**config.mk**
```make
export PLATFORM = sky130hd
export DESIGN_NAME = intr_frame_seq
export DESIGN_NICKNAME = d
export VERILOG_FILES = /design/src/rtl/intr_pkg.sv /design/src/rtl/intr_gate_check.sv /design/src/rtl/intr_stack_bank.sv /design/src/rtl/intr_frame_fsm.sv /design/src/rtl/intr_frame_seq.sv
export SDC_FILE = /design/constraint.sdc
export NUM_CORES = 1
export LEC_CHECK = 0
export BUFFER_PORTS_ARGS = -buffer_cell sky130_fd_sc_hd__buf_2
export CAP_MARGIN = 20
export CORE_MARGIN = 2
export CORE_UTILIZATION = 47
export DETAILED_ROUTE_END_ITERATION = 8
export GPL_TIMING_DRIVEN = 0
export PLACE_DENSITY = 0.69
export SLEW_MARGIN = 40
export SYNTH_ARGS = -nofsm -noshare
export SYNTH_HDL_FRONTEND = slang
export SYNTH_HIERARCHICAL = 1
export SYNTH_SLANG_ARGS = --single-unit
```
**constraint.sdc**
```tcl
create_clock -name clk -period 3.87 [get_ports clk]
set_clock_uncertainty 0.1 [all_clocks]
set_input_delay 0.9675 -clock clk [delete_from_list [all_inputs] [get_ports clk]]
set_output_delay 0.9675 -clock clk [all_outputs]
set_load 0.02 [all_outputs]
```
**src/rtl/intr_pkg.sv**
```systemverilog
package intr_pkg;
  localparam int unsigned WORD_W = 32;
  localparam int unsigned SLOT_W = 3;

  typedef enum logic [SLOT_W-1:0] {
    SL_OSS = 3'd0,
    SL_OSP = 3'd1,
    SL_FL  = 3'd2,
    SL_CS  = 3'd3,
    SL_IP  = 3'd4,
    SL_EC  = 3'd5
  } slot_e;

  function automatic logic [WORD_W-1:0] push_addr(input logic [WORD_W-1:0] sp);
    return sp - WORD_W'(4);
  endfunction

  function automatic logic vec_reserved(input logic [7:0] v);
    return (v == 8'd15) || (v >= 8'd20 && v <= 8'd31);
  endfunction

  function automatic logic [WORD_W-1:0] clear_bit(input logic [WORD_W-1:0] w,
                                                  input int unsigned pos);
    logic [WORD_W-1:0] r;
    r = w;
    r[pos] = 1'b0;
    return r;
  endfunction
endpackage

```
**src/rtl/intr_gate_check.sv**
```systemverilog
module intr_gate_check #(
  parameter int unsigned PL_W  = 2,
  parameter int unsigned VEC_W = 8
) (
  input  logic [VEC_W-1:0] vector,
  input  logic [PL_W-1:0]  cur_pl,
  input  logic [PL_W-1:0]  tgt_pl,
  output logic             reject,
  output logic             need_switch
);
  import intr_pkg::*;
  logic bad_vec;
  logic bad_pl;

  always_comb begin
    bad_vec     = vec_reserved(8'(vector));
    bad_pl      = tgt_pl > cur_pl;
    reject      = bad_vec || bad_pl;
    need_switch = tgt_pl < cur_pl;
  end
endmodule

```
**src/rtl/intr_stack_bank.sv**
```systemverilog
module intr_stack_bank #(
  parameter int unsigned PL_W   = 2,
  parameter int unsigned SEL_W  = 16,
  parameter int unsigned WORD_W = 32
) (
  input  logic              clk,
  input  logic              rst_n,
  input  logic              we,
  input  logic [PL_W-1:0]   wlvl,
  input  logic [SEL_W-1:0]  wss,
  input  logic [WORD_W-1:0] wsp,
  input  logic [PL_W-1:0]   rlvl,
  output logic [SEL_W-1:0]  rss,
  output logic [WORD_W-1:0] rsp
);
  localparam int unsigned NUM_PL = 1 << PL_W;

  logic [SEL_W-1:0]  ss_q [NUM_PL];
  logic [WORD_W-1:0] sp_q [NUM_PL];

  for (genvar g = 0; g < NUM_PL; g++) begin : g_lvl
    logic hit;
    assign hit = we && (wlvl == PL_W'(g));
    always_ff @(posedge clk or negedge rst_n) begin
      if (!rst_n) begin
        ss_q[g] <= '0;
        sp_q[g] <= '0;
      end else if (hit) begin
        ss_q[g] <= wss;
        sp_q[g] <= wsp;
      end
    end
  end

  assign rss = ss_q[rlvl];
  assign rsp = sp_q[rlvl];


  bank_write_read_chk: assert property (@(posedge clk) disable iff (!rst_n)
    we |=> (rlvl != $past(wlvl)) || (rss == $past(wss) && rsp == $past(wsp)));
endmodule

```
**src/rtl/intr_frame_fsm.sv**
```systemverilog
module intr_frame_fsm #(
  parameter int unsigned PL_W   = 2,
  parameter int unsigned SEL_W  = 16,
  parameter int unsigned WORD_W = 32,
  parameter int unsigned IF_BIT = 9
) (
  input  logic              clk,
  input  logic              rst_n,
  input  logic              start,
  input  logic              reject,
  input  logic              need_switch,
  input  logic              gate_intr,
  input  logic [SEL_W-1:0]  gate_sel,
  input  logic [WORD_W-1:0] gate_off,
  input  logic [PL_W-1:0]   gate_pl,
  input  logic              has_err,
  input  logic [WORD_W-1:0] err_code,
  input  logic [SEL_W-1:0]  cur_ss,
  input  logic [WORD_W-1:0] cur_sp,
  input  logic [WORD_W-1:0] cur_flags,
  input  logic [SEL_W-1:0]  cur_cs,
  input  logic [WORD_W-1:0] cur_ip,
  input  logic [SEL_W-1:0]  stk_ss,
  input  logic [WORD_W-1:0] stk_sp,
  output logic              mem_valid,
  output logic [WORD_W-1:0] mem_addr,
  output logic [WORD_W-1:0] mem_data,
  input  logic              mem_ready,
  output logic              busy,
  output logic              done,
  output logic              err,
  output logic [SEL_W-1:0]  new_cs,
  output logic [WORD_W-1:0] new_ip,
  output logic [SEL_W-1:0]  new_ss,
  output logic [WORD_W-1:0] new_sp,
  output logic [WORD_W-1:0] new_flags,
  output logic [PL_W-1:0]   new_pl
);
  import intr_pkg::*;

  typedef enum logic {ST_IDLE, ST_PUSH} state_e;
  localparam int unsigned PAD_W = WORD_W - SEL_W;

  state_e            state_q;
  slot_e             slot_q;
  logic [WORD_W-1:0] sp_q;
  logic [SEL_W-1:0]  oss_q, ocs_q, tsel_q, nss_q;
  logic [WORD_W-1:0] osp_q, ofl_q, oip_q, ec_q, toff_q;
  logic [PL_W-1:0]   tpl_q;
  logic              has_ec_q, intr_q;
  logic              done_q, err_q;

  // named events for the assertions
  logic  accept_req;
  logic  refuse_req;
  logic  push_fire;
  logic  frame_last;
  slot_e last_slot;

  assign accept_req = (state_q == ST_IDLE) && start && !reject;
  assign refuse_req = (state_q == ST_IDLE) && start && reject;
  assign push_fire  = mem_valid && mem_ready;
  assign last_slot  = has_ec_q ? SL_EC : SL_IP;
  assign frame_last = push_fire && (slot_q == last_slot);

  assign mem_valid = (state_q == ST_PUSH);
  assign busy      = (state_q == ST_PUSH);
  assign mem_addr  = push_addr(sp_q);
  assign done      = done_q;
  assign err       = err_q;

  always_comb begin
    case (slot_q)
      SL_OSS:  mem_data = {{PAD_W{1'b0}}, oss_q};
      SL_OSP:  mem_data = osp_q;
      SL_FL:   mem_data = ofl_q;
      SL_CS:   mem_data = {{PAD_W{1'b0}}, ocs_q};
      SL_IP:   mem_data = oip_q;
      default: mem_data = ec_q;
    endcase
  end

  always_ff @(posedge clk or negedge rst_n) begin
    if (!rst_n) begin
      state_q   <= ST_IDLE;
      slot_q    <= SL_FL;
      sp_q      <= '0;
      oss_q     <= '0;
      ocs_q     <= '0;
      tsel_q    <= '0;
      nss_q     <= '0;
      osp_q     <= '0;
      ofl_q     <= '0;
      oip_q     <= '0;
      ec_q      <= '0;
      toff_q    <= '0;
      tpl_q     <= '0;
      has_ec_q  <= 1'b0;
      intr_q    <= 1'b0;
      done_q    <= 1'b0;
      err_q     <= 1'b0;
      new_cs    <= '0;
      new_ip    <= '0;
      new_ss    <= '0;
      new_sp    <= '0;
      new_flags <= '0;
      new_pl    <= '0;
    end else begin
      done_q <= 1'b0;
      err_q  <= refuse_req;
      if (accept_req) begin
        state_q  <= ST_PUSH;
        slot_q   <= need_switch ? SL_OSS : SL_FL;
        sp_q     <= need_switch ? stk_sp : cur_sp;
        nss_q    <= need_switch ? stk_ss : cur_ss;
        oss_q    <= cur_ss;
        osp_q    <= cur_sp;
        ofl_q    <= cur_flags;
        ocs_q    <= cur_cs;
        oip_q    <= cur_ip;
        ec_q     <= err_code;
        has_ec_q <= has_err;
        intr_q   <= gate_intr;
        tsel_q   <= gate_sel;
        toff_q   <= gate_off;
        tpl_q    <= gate_pl;
      end else if (push_fire) begin
        sp_q   <= push_addr(sp_q);
        slot_q <= slot_e'(slot_q + 1'b1);
        if (frame_last) begin
          state_q   <= ST_IDLE;
          done_q    <= 1'b1;
          new_cs    <= tsel_q;
          new_ip    <= toff_q;
          new_ss    <= nss_q;
          new_sp    <= push_addr(sp_q);
          new_pl    <= tpl_q;
          new_flags <= intr_q ? clear_bit(ofl_q, IF_BIT) : ofl_q;
        end
      end
    end
  end


  stall_hold_chk: assert property (@(posedge clk) disable iff (!rst_n)
    (mem_valid && !mem_ready) |=> (mem_valid && $stable(mem_addr) && $stable(mem_data)));


  push_step_chk: assert property (@(posedge clk) disable iff (!rst_n)
    push_fire |=> (!mem_valid || mem_addr == $past(mem_addr) - WORD_W'(4)));


  done_pulse_chk: assert property (@(posedge clk) disable iff (!rst_n)
    done |=> !done);


  done_after_last_chk: assert property (@(posedge clk) disable iff (!rst_n)
    frame_last |=> (done && !busy && new_cs == $past(tsel_q)));


  if_clear_chk: assert property (@(posedge clk) disable iff (!rst_n)
    (done && intr_q) |-> !new_flags[IF_BIT]);


  refuse_quiet_chk: assert property (@(posedge clk) disable iff (!rst_n)
    err |-> (!mem_valid && !busy && !done));


  busy_start_ignored_chk: assert property (@(posedge clk) disable iff (!rst_n)
    (busy && start) |=> !err);
endmodule

```
**src/rtl/intr_frame_seq.sv**
```systemverilog
module intr_frame_seq #(
  parameter int unsigned PL_W   = 2,
  parameter int unsigned SEL_W  = 16,
  parameter int unsigned WORD_W = 32,
  parameter int unsigned VEC_W  = 8,
  parameter int unsigned IF_BIT = 9
) (
  input  logic              clk,
  input  logic              rst_n,
  input  logic              start,
  input  logic [VEC_W-1:0]  vector,
  input  logic              gate_intr,
  input  logic [SEL_W-1:0]  gate_sel,
  input  logic [WORD_W-1:0] gate_off,
  input  logic [PL_W-1:0]   gate_pl,
  input  logic              has_err,
  input  logic [WORD_W-1:0] err_code,
  input  logic [PL_W-1:0]   cur_pl,
  input  logic [SEL_W-1:0]  cur_ss,
  input  logic [WORD_W-1:0] cur_sp,
  input  logic [WORD_W-1:0] cur_flags,
  input  logic [SEL_W-1:0]  cur_cs,
  input  logic [WORD_W-1:0] cur_ip,
  input  logic              bank_we,
  input  logic [PL_W-1:0]   bank_lvl,
  input  logic [SEL_W-1:0]  bank_ss,
  input  logic [WORD_W-1:0] bank_sp,
  output logic              mem_valid,
  output logic [WORD_W-1:0] mem_addr,
  output logic [WORD_W-1:0] mem_data,
  input  logic              mem_ready,
  output logic              busy,
  output logic              done,
  output logic              err,
  output logic [SEL_W-1:0]  new_cs,
  output logic [WORD_W-1:0] new_ip,
  output logic [SEL_W-1:0]  new_ss,
  output logic [WORD_W-1:0] new_sp,
  output logic [WORD_W-1:0] new_flags,
  output logic [PL_W-1:0]   new_pl
);
  logic              reject;
  logic              need_switch;
  logic [SEL_W-1:0]  stk_ss;
  logic [WORD_W-1:0] stk_sp;

  intr_gate_check #(.PL_W(PL_W), .VEC_W(VEC_W)) u_check (
    .vector      (vector),
    .cur_pl      (cur_pl),
    .tgt_pl      (gate_pl),
    .reject      (reject),
    .need_switch (need_switch)
  );

  intr_stack_bank #(.PL_W(PL_W), .SEL_W(SEL_W), .WORD_W(WORD_W)) u_bank (
    .clk   (clk),
    .rst_n (rst_n),
    .we    (bank_we),
    .wlvl  (bank_lvl),
    .wss   (bank_ss),
    .wsp   (bank_sp),
    .rlvl  (gate_pl),
    .rss   (stk_ss),
    .rsp   (stk_sp)
  );

  intr_frame_fsm #(.PL_W(PL_W), .SEL_W(SEL_W), .WORD_W(WORD_W), .IF_BIT(IF_BIT)) u_fsm (
    .clk         (clk),
    .rst_n       (rst_n),
    .start       (start),
    .reject      (reject),
    .need_switch (need_switch),
    .gate_intr   (gate_intr),
    .gate_sel    (gate_sel),
    .gate_off    (gate_off),
    .gate_pl     (gate_pl),
    .has_err     (has_err),
    .err_code    (err_code),
    .cur_ss      (cur_ss),
    .cur_sp      (cur_sp),
    .cur_flags   (cur_flags),
    .cur_cs      (cur_cs),
    .cur_ip      (cur_ip),
    .stk_ss      (stk_ss),
    .stk_sp      (stk_sp),
    .mem_valid   (mem_valid),
    .mem_addr    (mem_addr),
    .mem_data    (mem_data),
    .mem_ready   (mem_ready),
    .busy        (busy),
    .done        (done),
    .err         (err),
    .new_cs      (new_cs),
    .new_ip      (new_ip),
    .new_ss      (new_ss),
    .new_sp      (new_sp),
    .new_flags   (new_flags),
    .new_pl      (new_pl)
  );
endmodule

```
Word level (Yosys, flattened, before mapping)

Index checks and enable logic that the tools add are counted.

Bitwise operators: 3
Equality and inequality tests: 9
Shifts and indexed selects: 0
Add/sub/neg operators: 2
$mul: 0
Reduce and logical (&&, ||, !) cells: 19
Muxes and demuxes: 22
Div/mod/pow operators: 0
$lt $le $gt $ge: 5

Operators by type and width:

| cell                    | number |
|---|---|
| $mux W32                | 5 |
| $pmux W32 S5            | 1 |
| $bmux W32 S2            | 1 |
| $mux W16                | 3 |
| $bmux W16 S2            | 1 |
| $sub A32 B3 Y32 const B | 1 |
| $logic_and A1 B1 Y1     | 10 |
| $mux W10                | 1 |
| $eq A8 B4 Y1 const B    | 1 |
| $ge A8 B5 Y1 const B    | 1 |
| $le A8 B5 Y1 const B    | 1 |
| $mux W1                 | 7 |
| $eq A3 B2 Y1 const B    | 2 |
| $mux W3                 | 2 |
| $eq A2 B2 Y1 const B    | 2 |
| $reduce_bool A2 Y1      | 2 |
| $add A3 B1 Y3 const B   | 1 |
| $eq A3 B1 Y1 const B    | 1 |
| $eq A3 B3 Y1            | 1 |
| $eq A3 B3 Y1 const B    | 1 |
| $ge A3 B3 Y1 const B    | 1 |
| $logic_not A3 Y1        | 1 |
| $not A2 Y3              | 1 |
| $reduce_and A3 Y1       | 1 |
| other kinds (9)         | 11 |

Latch bits: 0
Bits of input ports: 277
Flip-flop bits (word level): 588
Output and inout bits: 198
Memories kept: 0
RAM bits: 0
ROM bits: 0

Longest topological paths before layout

Gate-level depths: netlist of the first run.

Depth in word-level cells: 8
Depth in mapped cells: 11
Mapped depth without buffers: 9

Modules after synthesis

Netlist of the first run, hierarchy kept.

By module, submodules not included:

| module          | times used | area an instance (um^2) | cells an instance | sequential area each (um^2) |
|---|---|---|---|---|
| intr_frame_fsm  | 1          | 17633.2                 | 2042              | 9910.8 |
| intr_stack_bank | 1          | 8252.9                  | 466               | 4804.6 |
| intr_gate_check | 1          | 72.6                    | 11                | 0.0 |

Worst setup path before layout of the first run

No wires, ideal clock.

Path type: register to output
Start point: reg u_fsm.sp_q[2]
End point: out mem_addr[22]
Path buffers: 2
Stages on the path, launching flop included: 9
Slack: 522 ps
Data required time: 2803 ps
Arrival: 2281 ps
Cell sequence: dfrtp_1 -> inv_1 -> ha_1 -> nor3b_1 -> nand3_1 -> clkbuf_1 -> clkbuf_1 -> o31ai_1 -> nand2_1

Longest elaborated chain between the ends: 1

RTL lines:

| item                   | line                  | source |
|---|---|---|
| start, declared        | intr_frame_fsm.sv:46  | `logic [WORD_W-1:0] sp_q;` |
| start signal, assigned | intr_frame_fsm.sv:114 | `sp_q <= need_switch ? stk_sp : cur_sp;` |
| start signal, assigned | intr_frame_fsm.sv:128 | `sp_q <= push_addr(sp_q);` |
| $sub A32 B3 Y32        | intr_pkg.sv:15        | `return sp - WORD_W'(4);` |
| end, declared          | intr_frame_seq.sv:29  | `output logic [WORD_W-1:0] mem_addr,` |

No other way between the ends.

Final worst setup path of the first run

Start point: reg u_fsm.sp_q[7]
End point: out mem_addr[11]

Same word-level chain as after synthesis.

==> run_results.csv, run 1 <==
group,metric,value,unit
status,outcome,"finished clean",
sta,setup_slack,34.8,ps
sta,grt_setup_unrepaired,"yes",
drt,firstDrtPassIters,6,
power_and_ir_drop,p_leak,16.0,nW
floorplan,die_h,239,microns
power_and_ir_drop,power_frac_seq,0.383,
setup_path,critPathLaunchType,"flop",
place,place.port_buffers,474,
place,pre_cts_ws,-957,ps
clocking,h-tree-depth,2,
yosys,synthMuxAreaShare,0.147,
global_routing,overflow,0,
floorplan,rows,86,
global_routing,grt_pass1_vias,22000,
yosys,synth_top_cell_by_area,"dfrtp_1",
sta,max_freq,0.261,GHz
global_routing,grt_pass1_wl,135000,microns
finish,nets,3358,
clocking,root_buffer,"clkbuf_16",
sta,setup_viol,0,
sta,whs,178,ps
yosys,yosys_warnings,6,
setup_path,worstSetupEndpoint,"mem_addr[11]",
floorplan,start_util,0.473,
drt,dr_total_vias,21500,
power_and_ir_drop,power.density,830,nW/um^2
drt,post_drt_wl_per_cell,23.7,microns
yosys,syn_inst,2519,
finish,area_growth_syn_to_layout,23.7,%
sta,hold_viol_final,0,
yosys,synthAdderAreaFrac,0.00386,
yosys,synthSimpleGateAreaFrac,0.189,
setup_path,r2r_slack,540,ps
setup_path,reg2reg_depth,9,
yosys,synth_area,26000,sq um
hold_path,min_path_type,"primary input to asynchronous set/reset pin",
drt,drcViolationCount,0,
power_and_ir_drop,ir_worst_vdd,0.000423,V
power_and_ir_drop,p_int,0.0157,W
clocking,cts_buffer_depth,3,
sta,worst_slew_pin_slew,864,ps
sta,period_needed,3840,ps
setup_path,critical_path_class,"flop to primary output",
sta,fin_crit_sh,0.991,
drt,antenna_left,0,
power_and_ir_drop,comb_power_share,0.396,
finish,drive_above_1_share,0.315,
clocking,cts_sinks,588,
setup_path,startpoint,"u_fsm/sp_q[7]",
power_and_ir_drop,p_switching,0.0109,W
clocking,insertion_delay,630,ps
yosys,synth_top_family_by_area,"simple AND/OR/NAND/NOR gates",
floorplan,dieArea,57100,sq um
drt,drt_wl_total,91000,microns
job,drv_cap,0,
global_routing,antenna_found_initial,25,
yosys,synth_area_per_cell,10.3,sq um
setup_path,worstPathRequired,2800,ps
finish,multi_input_area,10800,sq um
yosys,syn_nets,2804,
clocking,numCtsBuffers,61,
floorplan,io_pins,475,
finish,fillCellCount,4665,
global_routing,grt_max_degree,80,
clocking,cts_tree,"built",
drt,first_iter_violations,2141,
yosys,ys.flop_type,"dfrtp_1",
setup_path,r2r_end,"u_fsm/new_sp[6]",
global_routing,track_usage,0.317,
setup_path,cp-end-kind,"primary output",
yosys,synth_area_leaders,"dfrtp_1 (57%), nand2_1 (15%), mux2_2 (8.5%)",
yosys,yosysUniqueCellTypes,59,
finish,register_area,14700,sq um
clocking,clkSlewWorstSetupHoldPaths,60,ps
floorplan,die_w,239,microns
place,gp_congestion,0.952,
setup_path,arrival,2770,ps
clocking,cts_hold_buf,0,
floorplan,core,54900,sq um
sta,drv_slew,0,
setup_path,path_max_fanout,9,
power_and_ir_drop,swShare,0.410,
place,place_hpwl,68700,microns
drt,via_per_inst,5.61,
sta,slew_headroom,0.424,
yosys,synth_top_area_frac,0.566,
yosys,synth_edf_count,0,
yosys,synth-compound-area-share,0.0578,
setup_path,rr_startpoint,"u_fsm/slot_q[0]",
yosys,async_flop_share,1.00,
yosys,synthXorXnorAreaFrac,0.00540,
yosys,ys_seq_area_frac,0.567,
yosys,ys_ff_latch,588,
power_and_ir_drop,power_frac_clock,0.221,
-- flip-flops by register name, indices dropped and copies added (netlist names), 2 cells and up --
register and cells:
u_bank/sp_q 128, u_bank/ss_q 64, u_fsm/ec_q 32, u_fsm/new_flags 32
u_fsm/new_ip 32, u_fsm/new_sp 32, u_fsm/ofl_q 32, u_fsm/oip_q 32
u_fsm/osp_q 32, u_fsm/sp_q 32, u_fsm/toff_q 32, u_fsm/new_cs 16
u_fsm/new_ss 16, u_fsm/nss_q 16, u_fsm/ocs_q 16, u_fsm/oss_q 16
u_fsm/tsel_q 16, u_fsm/slot_q 3, u_fsm/new_pl 2, u_fsm/tpl_q 2
-- stage by stage --
step	power, W	instances	cell area (sq um)	setup TNS (ps)	util
2_1_floorplan	0.0158	2519	26000	0	-
3_3_place_gp	0.0197	3697	29200	-6253160	0.532
3_5_place_dp	0.0200	3706	29500	-207660	0.537
4_1_cts	0.0265	3823	32000	-8.14	0.583
5_1_grt	0.0280	3833	32100	-41.2	0.585
6_report	0.0267	3837	32100	0	0.585
-- cell families (layout without fill, tap and decap cells) --
group	after synthesis	count (layout)
flops	588	588
compound gates	214	214
fa+ha+maj	8	8
other cells	0	13
mux	296	296
xor+xnor	16	16
buf+inv	188	789
simple gates	1209	1209
-- cell usage in the layout, fill, tap and decap left out, types with 10 or more instances in the layout --
cell type,Yosys,routed
nand2_1,1012,1011
dfrtp_1,587,577
buf_2,20,491
mux2_2,196,196
clkbuf_1,130,104
nor2_1,74,72
clkbuf_16,0,61
mux4_2,48,48
mux2i_1,47,47
buf_4,13,38
o21ai_0,37,36
a31oi_1,36,33
a22oi_1,32,29
clkbuf_8,0,25
o211ai_1,21,21
nand3_1,21,19
or4_1,20,18
a21oi_1,17,16
a222oi_1,16,16
o21a_1,16,16
clkbuf_2,0,15
diode_2,0,13
or3_1,14,13
inv_1,14,10
dfrtp_2,0,10
-- cell usage after synthesis, types with 4 or more instances --
| master | count |
|---|---|
| mux2_2 | 196 |
| o311ai_0 | 7 |
| buf_2 | 20 |
| nor4_1 | 6 |
| a21oi_1 | 17 |
| a222oi_1 | 16 |
| o21a_1 | 16 |
| xnor2_1 | 11 |
| o31ai_1 | 9 |
| buf_1 | 9 |
| a31oi_1 | 36 |
| ha_1 | 8 |
| and3_1 | 5 |
| o32a_1 | 4 |
| clkbuf_1 | 130 |
| or4_1 | 20 |
| dfrtp_1 | 587 |
| nand2_1 | 1012 |
| o211ai_1 | 21 |
| or3_1 | 14 |
| nor3_1 | 11 |
| or2_2 | 4 |
| nand4_1 | 9 |
| inv_1 | 14 |
| o221ai_1 | 5 |
| o21ai_0 | 37 |
| nor2_1 | 74 |
| mux2_1 | 5 |
| mux2i_1 | 47 |
| xor2_1 | 5 |
| nand3_1 | 21 |
| mux4_2 | 48 |
| a22oi_1 | 32 |
| nand3b_1 | 7 |
| buf_4 | 13 |
-- layout make-up --
type | count | area share
clock buffer | 97 | 0.0583
tap | 704 | 0.0274
antenna | 13 | 0.00101
sequential | 588 | 0.459
inverter | 15 | 0.00191
multi-input combinational | 1743 | 0.337
timing repair buffer | 502 | 0.0863
clock inverter | 13 | 0.00409
buffer | 162 | 0.0254
-- worst min path at each step --
stage                                  end              from  cells after the start  slack [ps]
after global placement    u_fsm/new_cs[13]  u_fsm/tsel_q[13]                      2         350
after global routing       u_bank/sp_q[18]             rst_n                      1         210
after CTS                  u_bank/sp_q[18]             rst_n                      1         170
after floorplan               u_fsm/intr_q      u_fsm/intr_q                      2         340
final                      u_bank/sp_q[50]             rst_n                      1         180
after detailed placement   u_fsm/new_ip[6]   u_fsm/toff_q[6]                      2         350
-- what timing repair did --
action,CTS,global route
resized for setup,117,37
endpoints found under the hold margin,0,0
pin swaps,10,17
setup buffers,14,5
endpoints found under the setup margin,301,129
-- power by group through the flow --
stage	combinational, W	clock, W	sequential, W
after floorplan	0.00550	0	0.0103
after global placement	0.00966	0	0.0100
after detailed placement	0.00985	0	0.0101
after CTS	0.0104	0.00597	0.0101
after global routing	0.0113	0.00623	0.0105
final	0.0105	0.00589	0.0102
-- routing by layer --
layer,vias to the layer above,wire length (microns),global-route usage
met4,18,3070,0.118
li1,9630,-,-
met5,-,109,0
met2,879,43700,0.519
met3,171,7040,0.0672
met1,10800,37100,0.416
-- critical path, stage by stage, from the launching register on --
cell and delay, ps:
dfrtp_2 480, or4_4 580, or4_1 540, xnor2_2 330, buf_4 210
Note: power is estimated with default switching activity, not from simulation.
==> run 2: changes to the inputs <==
- ABC_AREA: default -> 1
==> run_results.csv, run 2 <==
group,metric,value,unit
status,outcome,"finished clean",
finish,largest_reg_flops,128,
setup_path,r2r_end,"u_fsm/nss_q[9]",
global_routing,overflow,0,
yosys,synth_area_leaders,"dfrtp_1 (53%), nand2_1 (20%), inv_1 (6.0%)",
drt,post_drt_wl_per_cell,19.8,microns
place,gp_congestion,0.976,
setup_path,rr_startpoint,"u_fsm/busy",
power_and_ir_drop,total_power,0.0259,W
yosys,yosysUniqueCellTypes,35,
sta,slew_headroom,0.524,
floorplan,start_util,0.472,
sta,fin_crit_sh,0.985,
yosys,synth_top_cell_by_area,"dfrtp_1",
clocking,insertion_delay,650,ps
sta,max_freq,0.262,GHz
floorplan,dieArea,61000,sq um
finish,top_regs,"u_bank/sp_q (128), u_bank/ss_q (64)",
drt,drcViolationCount,0,
yosys,ys_ff_latch,588,
clocking,cts_buffer_depth,3,
drt,firstDrtPassIters,5,
setup_path,path_max_fanout,10,
global_routing,grtUsageMet3,0.0511,
yosys,synth_area,27700,sq um
drt,drt_wl_total,98200,microns
drt,dr_total_vias,25800,
global_routing,use_met2,0.526,
job,drv_cap,0,
yosys,synthTopCellsByCount,"nand2_1 (1456), dfrtp_1 (587), inv_1 (445)",
setup_path,r2r_slack,1470,ps
finish,nets,4399,
setup_path,critical_path_class,"flop to primary output",
drt,via_per_inst,5.19,
place,place.port_buffers,472,
yosys,syn_inst,3571,
yosys,async_flop_share,1.00,
finish,drive_above_1_share,0.190,
power_and_ir_drop,p_leak,18.5,nW
setup_path,critPathLaunchType,"flop",
setup_path,reg2reg_depth,6,
yosys,synth_top_area_frac,0.530,
setup_path,startpoint,"u_fsm/slot_q[1]",
sta,setup_viol,0,
sta,worst_slew_pin_slew,714,ps
place,place_area,31300,sq um
setup_path,arrival,2750,ps
global_routing,grt_pass1_wl,148000,microns
global_routing,grt_use_met1,0.421,
global_routing,track_usage,0.320,
sta,drv_slew,0,
sta,hold_viol_final,0,
global_routing,antenna_found_initial,31,
global_routing,grt_max_degree,75,
global_routing,grt_pass1_vias,24600,
yosys,yosys.cell_count.top_type,"nand2_1",
floorplan,rows,89,
clocking,numCtsBuffers,61,
yosys,synth_area_per_cell,7.76,sq um
yosys,synth_edf_count,0,
drt,first_iter_violations,2548,
finish,area_growth_syn_to_layout,21.4,%
power_and_ir_drop,power.density,770,nW/um^2
clocking,cts_tree,"built",
global_routing,busiest_layer,"met2",
setup_path,cp-end-kind,"primary output",
sta,period_needed,3810,ps
finish,post-route-cell-area,33700,sq um
floorplan,die_h,247,microns
clocking,h-tree-depth,2,
floorplan,io_pins,475,
drt,antenna_left,0,
power_and_ir_drop,ir_worst_vdd,0.000730,V
finish,layout_common_cells,"nand2_1 (1456), dfrtp_1 (587), buf_2 (559)",
yosys,syn_nets,3856,
place,place_hpwl,74800,microns
sta,setup_slack,57.0,ps
yosys,ys.flop_type,"dfrtp_1",
finish,fillCellCount,5484,
setup_path,worstPathRequired,2800,ps
clocking,cts_sinks,588,
sta,whs,122,ps
place,pre_cts_ws,179,ps
clocking,clkSlewWorstSetupHoldPaths,60,ps
hold_path,min_path_type,"primary input to asynchronous set/reset pin",
sta,fin_setup_tns,0,ps
finish,largest_register,"u_bank/sp_q",
setup_path,worstSetupEndpoint,"mem_data[30]",
floorplan,die_w,247,microns
yosys,ys_seq_area_frac,0.531,
clocking,root_buffer,"clkbuf_16",
finish,final_common_cell,"nand2_1",
floorplan,core,58700,sq um
yosys,yosys_warnings,6,
-- run 2: cell families after synthesis --
group | Yosys count | share of synthesized area
simple gates | 1873 | 0.275
buf+inv | 668 | 0.101
flops | 588 | 0.531
compound gates | 420 | 0.0850
xor+xnor | 14 | 0.00496
fa+ha+maj | 8 | 0.00361
-- run 2: critical path, stage by stage, from the launching register on --
cell and delay [ps]:
dfstp_2 580, inv_1 90, ha_1 240, o21ai_4 180, nand3_1 120, clkbuf_4 220, buf_4 220, a21oi_4 230
buf_2 200
-- run 2: per-layer routing --
metal | wire length, microns | share of wire
met5 | 159 | 0.0016
met4 | 4020 | 0.041
met3 | 7470 | 0.076
met2 | 46500 | 0.47
met1 | 40000 | 0.41
-- run 2: area by class of cell --
type | count | area [sq um] | area share
flip-flops and latches | 588 | 14700 | 0.437
multi-input cells | 2315 | 10300 | 0.307
repair buffers | 482 | 2630 | 0.0782
clock buffers | 97 | 1890 | 0.0562
inverters | 450 | 1690 | 0.0502
plain buffers | 216 | 1120 | 0.0333
well taps | 773 | 967 | 0.0287
clock inverters | 15 | 243 | 0.00721
diodes | 26 | 65.1 | 0.00193
-- run 2: power by group --
group	leakage [nW]	total, W	internal, W	switching (W)
logic	10.0	0.0101	0.00320	0.00687
registers	7.38	0.00970	0.00840	0.00130
clock network	1.05	0.00616	0.00361	0.00255
total	18.5	0.0259	0.0152	0.0107
-- run 2: what timing repair did --
item | CTS | global route
buffers inserted | 0 | 1
hold buffers | 0 | 0
endpoints found under the setup margin | 26 | 26
gates resized for setup | 25 | 22
gates cloned | 0 | 0
pin swaps | 0 | 1
-- run 2: how the worst min path moves through the flow --
stage | to | slack (ps) | cells after the start
floorplan | u_fsm/new_sp[2] | 340 | 1
global placement | u_fsm/new_sp[2] | 340 | 1
detailed placement | u_fsm/intr_q | 360 | 2
CTS | u_fsm/ofl_q[21] | 120 | 1
global route | u_fsm/ofl_q[21] | 140 | 1
finish | u_fsm/ofl_q[21] | 120 | 1
-- run 2: through the flow --
step	instances	util
floorplan	3571	-
finish	4962	0.574
global route	4953	0.573
CTS	4936	0.571
detailed placement	4825	0.534
global placement	4816	0.529
